[config.mk]
export PLATFORM = sky130hd
export DESIGN_NAME = occ_port_selector
export DESIGN_NICKNAME = d
export VERILOG_FILES = /design/src/rtl/occ_sel_pkg.sv /design/src/rtl/occ_sel_rr_pick.sv /design/src/rtl/occ_sel_col_stage.sv /design/src/rtl/occ_sel_row_stage.sv /design/src/rtl/occ_port_selector.sv
export SDC_FILE = /design/constraint.sdc
export NUM_CORES = 1
export LEC_CHECK = 0
export BUFFER_PORTS_ARGS = -buffer_cell sky130_fd_sc_hd__buf_4
export CELL_PAD_IN_SITES_DETAIL_PLACEMENT = 2
export CELL_PAD_IN_SITES_GLOBAL_PLACEMENT = 2
export CORE_MARGIN = 5
export CORE_UTILIZATION = 36
export CTS_CLUSTER_SIZE = 25
export DETAILED_ROUTE_END_ITERATION = 10
export GPL_ROUTABILITY_DRIVEN = 0
export HOLD_SLACK_MARGIN = 0.06
export PLACE_DENSITY = 0.95
export SYNTH_ARGS = -nofsm -noshare
export SYNTH_HDL_FRONTEND = slang
export SYNTH_HIERARCHICAL = 1
export SYNTH_SLANG_ARGS = --single-unit
[constraint.sdc]
create_clock -name clk_i -period 19.12 [get_ports clk_i]
set_clock_uncertainty 0.1 [all_clocks]
set_input_delay 3.824 -clock clk_i [delete_from_list [all_inputs] [get_ports clk_i]]
set_output_delay 3.824 -clock clk_i [all_outputs]
set_load 0.01 [all_outputs]
[src/rtl/occ_sel_pkg.sv]
package occ_sel_pkg;
  localparam int unsigned DEF_COLS  = 8;
  localparam int unsigned DEF_ROWS  = 8;
  localparam int unsigned DEF_OCC_W = 2;
endpackage

[src/rtl/occ_sel_rr_pick.sv]
module occ_sel_rr_pick #(
  parameter int unsigned N  = 8,
  localparam int unsigned IW = (N > 1) ? $clog2(N) : 1
) (
  input  logic [N-1:0]  cand_i,
  input  logic [IW-1:0] ptr_i,
  output logic          any_o,
  output logic [IW-1:0] grant_o
);
  always_comb begin
    int unsigned idx;
    any_o   = 1'b0;
    grant_o = '0;
    for (int unsigned k = 0; k < N; k++) begin
      idx = (int'(ptr_i) + k) % N;
      if (!any_o && cand_i[idx]) begin
        any_o   = 1'b1;
        grant_o = IW'(idx);
      end
    end
  end

  always_comb begin
    if (any_o) assert_grant_in_cand_R5: assert (cand_i[grant_o]);
  end
endmodule

[src/rtl/occ_sel_col_stage.sv]
module occ_sel_col_stage #(
  parameter int unsigned NUM_COLS = occ_sel_pkg::DEF_COLS,
  parameter int unsigned NUM_ROWS = occ_sel_pkg::DEF_ROWS,
  parameter int unsigned OCC_W    = occ_sel_pkg::DEF_OCC_W,
  localparam int unsigned NP = NUM_COLS * NUM_ROWS,
  localparam int unsigned CW = $clog2(NUM_COLS)
) (
  input  logic [NP-1:0]       feas_i,
  input  logic [NP*OCC_W-1:0] occ_i,
  input  logic [CW-1:0]       ptr_i,
  output logic                any_o,
  output logic [CW-1:0]       col_o
);
  logic [NUM_COLS-1:0] col_feas, col_busy, col_free, col_cand;

  for (genvar c = 0; c < NUM_COLS; c++) begin : g_col
    logic [OCC_W-1:0] col_min;
    assign col_feas[c] = |feas_i[c*NUM_ROWS +: NUM_ROWS];
    // minimum over feasible ports only
    always_comb begin
      col_min = '1;
      for (int unsigned r = 0; r < NUM_ROWS; r++) begin
        if (feas_i[c*NUM_ROWS+r] &&
            occ_i[(c*NUM_ROWS+r)*OCC_W +: OCC_W] < col_min)
          col_min = occ_i[(c*NUM_ROWS+r)*OCC_W +: OCC_W];
      end
    end
    assign col_busy[c] = col_min[OCC_W-1];
  end

  assign col_free = col_feas & ~col_busy;
  assign col_cand = (|col_free) ? col_free : col_feas;

  occ_sel_rr_pick #(.N(NUM_COLS)) u_rr (
    .cand_i (col_cand),
    .ptr_i  (ptr_i),
    .any_o  (any_o),
    .grant_o(col_o)
  );

  always_comb begin
    if (any_o) begin
      assert_col_feasible_R2: assert (col_feas[col_o]);
      if (|col_free) assert_col_uncongested_R4: assert (!col_busy[col_o]);
    end
  end
endmodule

[src/rtl/occ_sel_row_stage.sv]
module occ_sel_row_stage #(
  parameter int unsigned NUM_COLS = occ_sel_pkg::DEF_COLS,
  parameter int unsigned NUM_ROWS = occ_sel_pkg::DEF_ROWS,
  parameter int unsigned OCC_W    = occ_sel_pkg::DEF_OCC_W,
  localparam int unsigned NP = NUM_COLS * NUM_ROWS,
  localparam int unsigned CW = $clog2(NUM_COLS),
  localparam int unsigned RW = $clog2(NUM_ROWS)
) (
  input  logic [NP-1:0]       feas_i,
  input  logic [NP*OCC_W-1:0] occ_i,
  input  logic [CW-1:0]       col_i,
  input  logic [RW-1:0]       ptr_i,
  output logic                any_o,
  output logic [RW-1:0]       row_o
);
  logic [NUM_ROWS-1:0]  row_feas, row_cand;
  logic [OCC_W-1:0]     row_occ [NUM_ROWS];
  logic [OCC_W-1:0]     row_min;

  for (genvar r = 0; r < NUM_ROWS; r++) begin : g_row
    assign row_feas[r] = feas_i[int'(col_i)*NUM_ROWS + r];
    assign row_occ[r]  = occ_i[(int'(col_i)*NUM_ROWS + r)*OCC_W +: OCC_W];
    assign row_cand[r] = row_feas[r] && (row_occ[r] == row_min);
  end

  always_comb begin
    row_min = '1;
    for (int unsigned r = 0; r < NUM_ROWS; r++)
      if (row_feas[r] && row_occ[r] < row_min) row_min = row_occ[r];
  end

  occ_sel_rr_pick #(.N(NUM_ROWS)) u_rr (
    .cand_i (row_cand),
    .ptr_i  (ptr_i),
    .any_o  (any_o),
    .grant_o(row_o)
  );

  always_comb begin
    if (any_o) begin
      assert_row_feasible_R6: assert (row_feas[row_o]);
      for (int unsigned r = 0; r < NUM_ROWS; r++)
        if (row_feas[r]) assert_row_least_R6: assert (row_occ[r] >= row_occ[row_o]);
    end
  end
endmodule

[src/rtl/occ_port_selector.sv]
module occ_port_selector #(
  parameter int unsigned NUM_COLS = occ_sel_pkg::DEF_COLS,
  parameter int unsigned NUM_ROWS = occ_sel_pkg::DEF_ROWS,
  parameter int unsigned OCC_W    = occ_sel_pkg::DEF_OCC_W,
  localparam int unsigned NP = NUM_COLS * NUM_ROWS,
  localparam int unsigned CW = $clog2(NUM_COLS),
  localparam int unsigned RW = $clog2(NUM_ROWS),
  localparam int unsigned PW = CW + RW
) (
  input  logic                clk_i,
  input  logic                rst_ni,
  input  logic                req_i,
  input  logic [NP-1:0]       feas_mask_i,
  input  logic [NP*OCC_W-1:0] occ_i,
  input  logic                accept_i,
  output logic                sel_valid_o,
  output logic [PW-1:0]       sel_port_o
);
  logic [CW-1:0] col_ptr_q, col_sel;
  logic [RW-1:0] row_ptr_q, row_sel;
  logic          col_any, row_any, take;

  occ_sel_col_stage #(.NUM_COLS(NUM_COLS), .NUM_ROWS(NUM_ROWS), .OCC_W(OCC_W)) u_col (
    .feas_i(feas_mask_i),
    .occ_i (occ_i),
    .ptr_i (col_ptr_q),
    .any_o (col_any),
    .col_o (col_sel)
  );

  occ_sel_row_stage #(.NUM_COLS(NUM_COLS), .NUM_ROWS(NUM_ROWS), .OCC_W(OCC_W)) u_row (
    .feas_i(feas_mask_i),
    .occ_i (occ_i),
    .col_i (col_sel),
    .ptr_i (row_ptr_q),
    .any_o (row_any),
    .row_o (row_sel)
  );

  assign take = sel_valid_o && accept_i;

  always_ff @(posedge clk_i or negedge rst_ni) begin
    if (!rst_ni) begin
      sel_valid_o <= 1'b0;
      sel_port_o  <= '0;
      col_ptr_q   <= '0;
      row_ptr_q   <= '0;
    end else begin
      sel_valid_o <= req_i && col_any && row_any;
      sel_port_o  <= {col_sel, row_sel};
      if (take) begin
        col_ptr_q <= sel_port_o[PW-1 -: CW] + 1'b1;
        row_ptr_q <= sel_port_o[RW-1:0] + 1'b1;
      end
    end
  end

  assert_latency_R9: assert property (@(posedge clk_i) disable iff (!rst_ni)
    1'b1 |=> sel_valid_o == $past(req_i && (|feas_mask_i)));

  assert_sel_feasible_R2: assert property (@(posedge clk_i) disable iff (!rst_ni)
    sel_valid_o |-> ((($past(feas_mask_i) >> sel_port_o) & NP'(1)) != '0));

  assert_ptr_hold_R8: assert property (@(posedge clk_i) disable iff (!rst_ni)
    !take |=> $stable(col_ptr_q) && $stable(row_ptr_q));

  assert_ptr_adv_R8: assert property (@(posedge clk_i) disable iff (!rst_ni)
    take |=> col_ptr_q == CW'($past(sel_port_o[PW-1 -: CW]) + 1'b1) &&
             row_ptr_q == RW'($past(sel_port_o[RW-1:0]) + 1'b1));
endmodule

* After elaboration in Yosys (flattened, before gate mapping) *
Index checks and enable logic that the tools add are counted.

storage, ports and cells
  register bits = 13
  output and inout port bits = 7

operators by class
  magnitude comparators = 96
  bitwise operators = 2
  multiplexer cells = 153
  eq/ne operators = 8
  reductions and logical operators = 120
  add/sub/neg operators = 23
  shifts and indexed selects = 8

operators by type and width
  operator                                             number
  variable part select 128 x 33 -> 2 bit               7
  < comparator 32 x 7 -> 1 bit, second input constant  5
  two-way mux 2 bit                                    72
  variable part select 128 x 8 -> 2 bit                1
  < comparator 2 bit                                   63
  logical AND 1 bit                                    97
  OR reduction 8 bit                                   9
  < comparator 3 x 4 -> 1 bit, second input constant   16
  binary-select mux 1 bit (select 3 bit)               17
  two-way mux 3 bit                                    16
  binary-select mux 1 bit (select 6 bit)               7
  two-way mux 1 bit                                    40
  adder 6 x 3 -> 7 bit, second input constant          4
  adder 3 bit, second input constant                   8
  < comparator 2 bit, second input constant            9
  equality test 2 bit                                  8
  adder 6 x 2 -> 7 bit, second input constant          2
  zero test 1 bit                                      14
  < comparator 7 bit, second input constant            2
  adder 3 x 1 -> 3 bit, second input constant          4
  adder 3 x 2 -> 3 bit, second input constant          4
  AND 8 bit                                            1
  two-way mux 8 bit                                    1
  NOT 8 bit                                            1
  2 further kinds                                      2

* Longest topological paths before layout *
Gate-level depths: netlist (run 1).

  depth after elaboration = 104
  gate-level depth with buffers = 57
  depth with buffers taken out = 52

* Hierarchy *
Netlist (run 1), hierarchy kept.

modules (own cells, without submodules)
  module             cells an instance  instances  area each (um2)
  occ_sel_col_stage  483                1          3236.9
  occ_sel_row_stage  247                1          2528.7
  occ_sel_rr_pick    121                2          1081.0
  occ_port_selector  27                 1          470.5

* Least setup slack after synthesis (run 1) *
OpenSTA, ideal clock, no wires.

  kind = input to register
  start point = in occ_i[99]
  end point = reg sel_port_o[0]
  buffers on the path = 5
  arrival time = 14510 ps
  setup slack = 4384 ps
  required time = 18895 ps
  setup time = 125 ps
  stages = 50
  cell sequence = and2b_1 nor4_2 nand2_1 or2_1 ha_1 nor3b_1 and2_1 a31oi_1 o21ai_0 nor3_1 ha_1 o21ai_0 a41oi_1 a21bo_2 a2111oi_1 a2111oi_4 nand4_1 nand3b_1 (+14 left out) a31oi_1 o21a_1 ha_1 or2_2 nor2_1 o21a_1 a41o_1 buf_2 mux2i_1 nand2b_1 o21ai_1 mux2i_1 and3_2 o41a_1 o21ai_2 o311ai_1 o21ai_0 o21ai_1

between the ends
  word-level cells in the longest chain between the ends = 100
  elaborated cells between the ends (all ways) = 186
  classes of those cells = add/sub (7); order compare (15); eq/ne (8); shift (8); mux (94); bitwise (2); reduce/logical (52)

ends and longest elaborated chain
  element                      RTL line                 source
  start, declared              occ_port_selector.sv:14  input logic [NP*OCC_W-1:0] occ_i,
  < comparator 2 bit           occ_sel_col_stage.sv:24  occ_i[(c*NUM_ROWS+r)*OCC_W +: OCC_W] < col_min)
  logical AND 1 bit            occ_sel_col_stage.sv:23  if (feas_i[c*NUM_ROWS+r] &&
  two-way mux 2 bit (*)        occ_sel_col_stage.sv:23
  < comparator 2 bit           occ_sel_col_stage.sv:24
  logical AND 1 bit            occ_sel_col_stage.sv:23
  two-way mux 2 bit (*)        occ_sel_col_stage.sv:23
  < comparator 2 bit           occ_sel_col_stage.sv:24
  logical AND 1 bit            occ_sel_col_stage.sv:23
  (+17 left out)               n/a
  named net u_col.col_cand[4]  occ_sel_col_stage.sv:14  logic [NUM_COLS-1:0] col_feas, col_busy, col_free, col_cand;
  (+24 left out)               n/a
  named net col_sel[1]         occ_port_selector.sv:19  logic [CW-1:0] col_ptr_q, col_sel;
  (+27 left out)               n/a
  named net u_row.row_cand[2]  occ_sel_row_stage.sv:16  logic [NUM_ROWS-1:0] row_feas, row_cand;
  (+17 left out)               n/a
  two-way mux 1 bit            occ_sel_rr_pick.sv:16    if (!any_o && cand_i[idx]) begin
  zero test 1 bit              occ_sel_rr_pick.sv:16
  logical AND 1 bit            occ_sel_rr_pick.sv:16
  two-way mux 1 bit            occ_sel_rr_pick.sv:16
  zero test 1 bit              occ_sel_rr_pick.sv:16
  logical AND 1 bit            occ_sel_rr_pick.sv:16
  two-way mux 3 bit (*)        occ_sel_rr_pick.sv:16
  named net row_sel[0]         occ_port_selector.sv:20  logic [RW-1:0] row_ptr_q, row_sel;
  end signal, assigned         occ_port_selector.sv:50  sel_port_o <= {col_sel, row_sel};
  end, declared                occ_port_selector.sv:17  output logic [PW-1:0] sel_port_o

Mark *: on every way through the listed nets, which the timed path passes. The select of a mux whose other input is x is not followed.
A chain may end at the register's enable or synchronous reset.

* Worst setup path after layout (run 1) *
  start point = in feas_mask_i[49]
  end point = reg sel_port_o[0]

between the ends
  word-level cells in the longest chain between the ends = 99
  elaborated cells between the ends (all ways) = 186
  classes of those cells = add/sub (7); order compare (14); eq/ne (8); shift (8); mux (94); bitwise (2); reduce/logical (53)

ends and longest elaborated chain
  element                      RTL line                 source
  start, declared              occ_port_selector.sv:13  input logic [NP-1:0] feas_mask_i,
  logical AND 1 bit            occ_sel_col_stage.sv:23
  two-way mux 2 bit            occ_sel_col_stage.sv:23
  < comparator 2 bit           occ_sel_col_stage.sv:24
  logical AND 1 bit            occ_sel_col_stage.sv:23
  two-way mux 2 bit            occ_sel_col_stage.sv:23
  < comparator 2 bit           occ_sel_col_stage.sv:24
  logical AND 1 bit            occ_sel_col_stage.sv:23
  two-way mux 2 bit            occ_sel_col_stage.sv:23
  (+16 left out)               n/a
  named net u_col.col_cand[5]  occ_sel_col_stage.sv:14
  (+24 left out)               n/a
  named net col_sel[0]         occ_port_selector.sv:19
  (+27 left out)               n/a
  named net u_row.row_cand[3]  occ_sel_row_stage.sv:16
  (+17 left out)               n/a
  two-way mux 1 bit            occ_sel_rr_pick.sv:16
  zero test 1 bit              occ_sel_rr_pick.sv:16
  logical AND 1 bit            occ_sel_rr_pick.sv:16
  two-way mux 1 bit            occ_sel_rr_pick.sv:16
  zero test 1 bit              occ_sel_rr_pick.sv:16
  logical AND 1 bit            occ_sel_rr_pick.sv:16
  two-way mux 3 bit (*)        occ_sel_rr_pick.sv:16
  named net row_sel[0]         occ_port_selector.sv:20

Marks and branches as above.

==> key figures, run 1 <==
Yosys
  • Post-synth top cells: nand2_1 (88), nor2_1 (69), nand2b_1 (61)
  • Post-synth cell types: 110
  • YS warnings: 6
  • Top FF cell, synth: dfrtp_1
  • Post-Syn Area: 8400 µm²
  • Average size of a mapped cell: 8.41 µm²
  • Cell taking the most area after synthesis: mux4_2
  • Most frequent cell after synthesis: nand2_1
  • Top cells by area, synth: mux4_2 (15%), mux2i_1 (5.1%), mux4_1 (4.7%), nand2b_1 (4.5%), nand2_1 (3.9%)
  • Synth top area share: 15.0%
  • Ys async rst share: 100%
  • Register bit total from synthesis: 13
  • EDFF count, synth: 0
  • Cells after synthesis: 999
  • Post-Synthesis Net Count: 1,219
  • Sequential element share of the synthesized area: 3.87%

Clock network
  • Num Clock Sinks: 13
  • CTS Buf Count: 3
  • Reg clk slew, reported paths: 0.04 ns
  • Cts hold-fix bufs: 0
  • H-tree depth: 1
  • Clock latency on the worst-skew pair: 0.24 ns
  • CTS tree: done
  • CTS root buf: clkbuf_16
  • # resized after CTS: 0
  • Post-CTS Setup Bufs: 0
  • Clk buf depth: 2

Floorplanning
  • Die X: 163 µm
  • Initial Util: 36.9%
  • Core area: 22,800 µm²
  • Die height: 163 µm
  • Top Ports: 203
  • Die area: 26,500 µm²
  • Rows: 55

Worst hold path
  • Worst Hold Launch: sel_port_o[3]$_DFF_PN0_
  • Hold Path Class: flip-flop to flip-flop
  • Hold Crit Endpoint: col_ptr_q[0]$_DFFE_PN0P_
  • Hold Path Stages: 1

Layout
  • Area grow syn2layout: 21.1%
  • Register area: 325 µm²
  • Diodes inserted: 0
  • Final nets: 1,393
  • Fillers: 2,580
  • Share of cells above drive strength 1: 30.2%
  • Multi-input logic area: 7590 µm²

Worst setup path
  • Setup CP Type: primary input to flip-flop
  • CP Data Arrival Time: 18.24 ns
  • CP max stage cell: a2111oi_1
  • CP Capture Type: flip-flop
  • Worst reg2reg path endpoint: sel_port_o[0]$_DFF_PN0_
  • Worst R2R Setup Slack: 7.60 ns
  • Slowest stage delay, CP: 0.90 ns
  • WP data required: 19.12 ns
  • Most frequent CP cell: ha_1
  • Crit path max fanout: 27
  • Startpoint Class: primary input
  • Worst R2R Path Depth: 34
  • Reg2reg start: col_ptr_q[1]$_DFFE_PN0P_

Global routing
  • Gr ovfl total: 0
  • Tot GR Track Use: 33.0%
  • Vias in the first global route: 11,531
  • First-pass GRT wire length: 68.9 mm
  • Largest net degree at the start of global routing: 70
  • Initial antenna violation count: 1

Timing
  • Total negative slack: 0 ns
  • Max-slew violation count: 0
  • Final hold viol count: 0
  • Slew margin rel.: 22.4%
  • Min cycle time layout: 18.23 ns
  • RSZ-0062 raised after global routing: no
  • Tcrit/Tclk final: 95.4%
  • Slew @ Worst Pin: 1.15 ns
  • Fmax: 54.8 MHz
  • Final setup violation count: 0

Run status
  • Run status: complete, no violations

Routing
  • Initial drt markers: 913
  • Post-DRT Antenna Nets: 0
  • WL per Instance: 31.1 µm
  • Vias: 10,369
  • WL final: 46.1 mm
  • Vias per cell: 6.98
  • DR pass1 iterations: 5
  • # DRC: 0

Flow run
  • Reported max-cap violation count: 0

Placed design
  • I/O Buffers: 202
  • Half-perimeter wire length after placement: 39.4 mm
==> routing by layer <==
metal | track usage [%] | share of wire [%]
met3 | 4.56 | 6.5
met4 | 20.0 | 6.9
met5 | 0 | 0.033
met1 | 37.3 | 37
met2 | 58.8 | 50
==> worst max path at each step <==
stage | end | start | slack [ns] | cells after the start
2_1_floorplan | sel_port_o[0]$_DFF_PN0_ | occ_i[99] | 4.38 | 50
3_3_place_gp | sel_port_o[0]$_DFF_PN0_ | feas_mask_i[49] | 2.49 | 51
3_5_place_dp | sel_port_o[0]$_DFF_PN0_ | feas_mask_i[49] | 1.17 | 51
4_1_cts | sel_port_o[0]$_DFF_PN0_ | feas_mask_i[49] | 1.24 | 51
5_1_grt | sel_port_o[0]$_DFF_PN0_ | feas_mask_i[49] | 0.36 | 51
6_report | sel_port_o[0]$_DFF_PN0_ | feas_mask_i[49] | 0.89 | 51
==> cell families (layout without fill, tap and decap cells) <==
kind of cell | Yosys count | count (layout) | synth area share [%]
AOI/OAI and AO/OA | 274 | 274 | 25.4
buffers and inverters | 96 | 269 | 6.09
DFF | 13 | 13 | 3.87
xor gates and xnor gates | 15 | 15 | 1.56
and+or+nand+nor | 434 | 434 | 29.8
adders and majority gates | 24 | 24 | 3.58
muxes | 143 | 143 | 29.7
==> state kept, by name (all words and copies together), names as in the netlist <==
name / cells
col_ptr_q: 3
row_ptr_q: 3
sel_port_o: 6
sel_valid_o: 1
==> placed cells by master, fill, tap and decap left out, drive strengths merged, types with 12 or more instances in the layout <==
| cell type | netlist | routed |
|---|---|---|
| buf | 37 | 206 |
| nand2 | 90 | 90 |
| mux4 | 71 | 71 |
| nor2 | 69 | 69 |
| nand2b | 61 | 61 |
| inv | 59 | 59 |
| nor2b | 47 | 47 |
| mux2i | 47 | 47 |
| o21ai | 46 | 46 |
| a21oi | 37 | 37 |
| nor4 | 31 | 31 |
| mux2 | 25 | 25 |
| ha | 24 | 24 |
| nand3b | 20 | 20 |
| nor3 | 17 | 17 |
| a31oi | 15 | 15 |
| and3 | 14 | 14 |
| dfrtp | 13 | 13 |
| a22oi | 12 | 12 |
==> through the flow <==
stage	cell area (µm²)	setup slack [ns]	utilization [%]	hold slack, ns	instances
6_report	10200	0.885	44.6	0.436	1485
5_1_grt	10200	0.361	44.6	0.489	1485
4_1_cts	10200	1.24	44.6	0.436	1485
3_5_place_dp	10100	1.17	44.3	0.426	1481
3_3_place_gp	10100	2.49	44.3	0.407	1481
2_1_floorplan	8400	4.38	-	0.403	999
==> area by class of cell <==
class | count | area share (%)
Inverter | 59 | 2.18
Tap cell | 313 | 3.85
Timing Repair Buffer | 206 | 15.3
Sequential cell | 13 | 3.20
Multi-Input combinational cell | 890 | 74.7
Clock buffer | 4 | 0.775
==> critical path, delay by kind of cell <==
family / cells / cell delay [ns]
buffers and inverters: 2 / 0.69
multiplexers: 3 / 1.12
adder cells (fa/ha/maj): 4 / 1.04
AND/OR/NAND/NOR: 17 / 4.09
AO/OA/AOI/OAI: 25 / 7.41
Power of run 1 is left out: the tool's default activity adds up to more than one toggle a clock period on the data nets, which glitch-free logic cannot reach.
==> run 2, diff against run 1 <==
==> constraint.sdc (replaced) <==
create_clock -name clk_i -period 19.12 [get_ports clk_i]
set_clock_uncertainty 0.1 [all_clocks]
set_input_delay 1.912 -clock clk_i [delete_from_list [all_inputs] [get_ports clk_i]]
set_output_delay 1.912 -clock clk_i [all_outputs]
set_load 0.01 [all_outputs]
==> run 2 against run 1 <==
Count of clock-buffer cells in the layout fell by 1. Setup slack improved by 1.8 ns. Highest routed layer is now met4. Global-route usage rose by 0.15 points. Routed wire length rose by 0.11%. Register-to-register slack got worse by 0.16 ns. Fmax rose by 11%. Sequential share of layout area barely moved.
==> key figures, run 2 (same netlist as run 1, synthesis figures left out) <==
Layout
  • Fillers: 2,525 (was 2,580)
  • Non-filler instance count after layout: 1,486 (was 1,485)
  • Diodes inserted: 0 (unchanged)
  • Design Area, Final: 10,200 µm² (about the same)
  • Register area: 325 µm² (unchanged)
  • Biggest register: sel_port_o (unchanged)
  • Share of cells above drive strength 1: 30.3% (was 30.2%)
  • Multi-input logic area: 7590 µm² (unchanged)
  • Max reg flops: 6 (unchanged)
  • Final nets: 1,394 (was 1,393)
  • Commonest non-fill, non-tap cells in the layout: buf_4 (207), nand2_1 (88), nor2_1 (69), nand2b_1 (61), inv_1 (57) (was buf_4 (205), nand2_1 (88), nor2_1 (69), nand2b_1 (61), inv_1 (57))
  • Commonest non-fill, non-tap cell in the layout: buf_4 (unchanged)
  • Area grow syn2layout: 21.0% (was 21.1%)
  • Biggest regs: sel_port_o x6, col_ptr_q x3, row_ptr_q x3 (unchanged)

Worst setup path
  • CP max stage cell: a2111oi_1 (unchanged)
  • Worst setup endpoint: sel_port_o[0]$_DFF_PN0_ (unchanged)
  • Most frequent CP cell: ha_1 (unchanged)
  • Levels on crit path: 51 (unchanged)
  • Worst Setup SP: feas_mask_i[49] (unchanged)
  • Worst reg2reg path endpoint: sel_port_o[0]$_DFF_PN0_ (unchanged)
  • Crit path max fanout: 31 (was 27)
  • CP Capture Type: flip-flop (unchanged)
  • Slowest stage delay, CP: 0.94 ns (was 0.90 ns)
  • CP Data Arrival Time: 16.46 ns (was 18.24 ns)
  • WP data required: 19.15 ns (was 19.12 ns)
  • CP bufs+invs: 2 (unchanged)
  • Worst R2R Setup Slack: 7.44 ns (was 7.60 ns)
  • Reg2reg start: col_ptr_q[1]$_DFFE_PN0P_ (unchanged)
  • Setup CP Type: primary input to flip-flop (unchanged)
  • Worst R2R Path Depth: 34 (unchanged)
  • Delay-heaviest family, CP: compound AO/OA/AOI/OAI gates (unchanged)
  • Startpoint Class: primary input (unchanged)

Clock network
  • Num Clock Sinks: 13 (unchanged)
  • Reg clk slew, reported paths: 0.05 ns (was 0.04 ns)
  • H-tree depth: 1 (unchanged)
  • Clk buf depth: 2 (unchanged)
  • CTS root buf: clkbuf_16 (unchanged)
  • CTS tree: done (unchanged)
  • CTS Buf Count: 3 (unchanged)
  • # resized after CTS: 0 (unchanged)
  • Post-CTS Setup Bufs: 0 (unchanged)
  • Clock latency on the worst-skew pair: 0.25 ns (was 0.24 ns)
  • Cts hold-fix bufs: 0 (unchanged)

Timing
  • Total negative slack: 0 ns (unchanged)
  • RSZ-0062 raised after global routing: no (unchanged)
  • Fmax: 60.8 MHz (was 54.8 MHz)
  • Slew @ Worst Pin: 1.19 ns (was 1.15 ns)
  • Slew margin rel.: 20.1% (was 22.4%)
  • Min cycle time layout: 16.44 ns (was 18.23 ns)
  • Max-slew violation count: 0 (unchanged)
  • Final setup violation count: 0 (unchanged)
  • Tcrit/Tclk final: 86.0% (was 95.4%)
  • Final hold viol count: 0 (unchanged)

Routing
  • Vias: 10,409 (was 10,369)
  • Vias per cell: 7.00 (was 6.98)
  • WL final: 46.2 mm (was 46.1 mm)
  • Initial drt markers: 1,128 (was 913)
  • WL per Instance: 31.1 µm (about the same)
  • # DRC: 0 (unchanged)
  • Post-DRT Antenna Nets: 0 (unchanged)
  • DR pass1 iterations: 5 (unchanged)

Floorplanning
  • Top Ports: 203 (unchanged)
  • Die height: 163 µm (unchanged)
  • Rows: 55 (unchanged)
  • Die X: 163 µm (unchanged)
  • Initial Util: 36.9% (unchanged)
  • Die area: 26,500 µm² (unchanged)
  • Core area: 22,800 µm² (unchanged)

Placed design
  • DP Area: 10,100 µm² (about the same)
  • Half-perimeter wire length after placement: 39.0 mm (was 39.4 mm)
  • I/O Buffers: 202 (unchanged)
  • Placed cell count: 1,482 (was 1,481)

Global routing
  • First-pass GRT wire length: 68.6 mm (was 68.9 mm)
  • Largest net degree at the start of global routing: 70 (unchanged)
  • Gr ovfl total: 0 (unchanged)
  • Vias in the first global route: 11,466 (was 11,531)
  • Initial antenna violation count: 0 (was 1)
  • Tot GR Track Use: 33.2% (was 33.0%)

Flow run
  • Reported max-cap violation count: 0 (unchanged)

Worst hold path
  • Hold Path Class: flip-flop to flip-flop (unchanged)

Run status
  • Run status: complete, no violations (unchanged)
[run 2: cell type report]
cell class              instances  area share (%)
multi-input cells             890            74.7
repair buffers                207            15.3
well taps                     313            3.85
flip-flops and latches         13            3.20
inverters                      59            2.18
clock buffers                   3           0.739
clock inverters                 1          0.0492
[run 2: how the worst min path moves through the flow]
stage                                   from                       end  slack [ns]  depth (start not counted)
floorplan           col_ptr_q[1]$_DFFE_PN0P_  col_ptr_q[1]$_DFFE_PN0P_        0.40                          1
global route         sel_port_o[0]$_DFF_PN0_  row_ptr_q[0]$_DFFE_PN0P_        0.47                          1
detailed placement   sel_port_o[3]$_DFF_PN0_  col_ptr_q[0]$_DFFE_PN0P_        0.43                          1
global placement     sel_port_o[0]$_DFF_PN0_  row_ptr_q[0]$_DFFE_PN0P_        0.41                          1
CTS                  sel_port_o[3]$_DFF_PN0_  col_ptr_q[0]$_DFFE_PN0P_        0.43                          1
finish               sel_port_o[3]$_DFF_PN0_  col_ptr_q[0]$_DFFE_PN0P_        0.42                          1
[run 2: through the flow]
stage               setup slack (ns)  util [%]  hold WS, ns
floorplan                       6.30         -        0.403
global placement                4.31      44.3        0.410
detailed placement              2.93      44.3        0.432
CTS                             3.14      44.6        0.429
global route                    2.12      44.6        0.470
finish                          2.68      44.6        0.424
[run 2: routing by layer]
metal / part of all wire (%) / GRT usage [%] / up-vias
li1: - / - / 4328
met1: 37 / 38.1 / 5177
met2: 49 / 58.3 / 675
met3: 7.3 / 4.25 / 229
met4: 7.4 / 20.7 / 0
met5: 0 / 0 / -
[run 2: worst reg2reg max path, delay by kind of cell (launching register included)]
family,cells,cell delay [ns]
multiplexers,5,2.22
buffers and inverters,2,0.93
AND/OR/NAND/NOR,8,1.78
flip-flops,1,0.91
adder cells (fa/ha/maj),3,1.30
AO/OA/AOI/OAI,16,4.28
Power of run 2 is left out for the same reason.
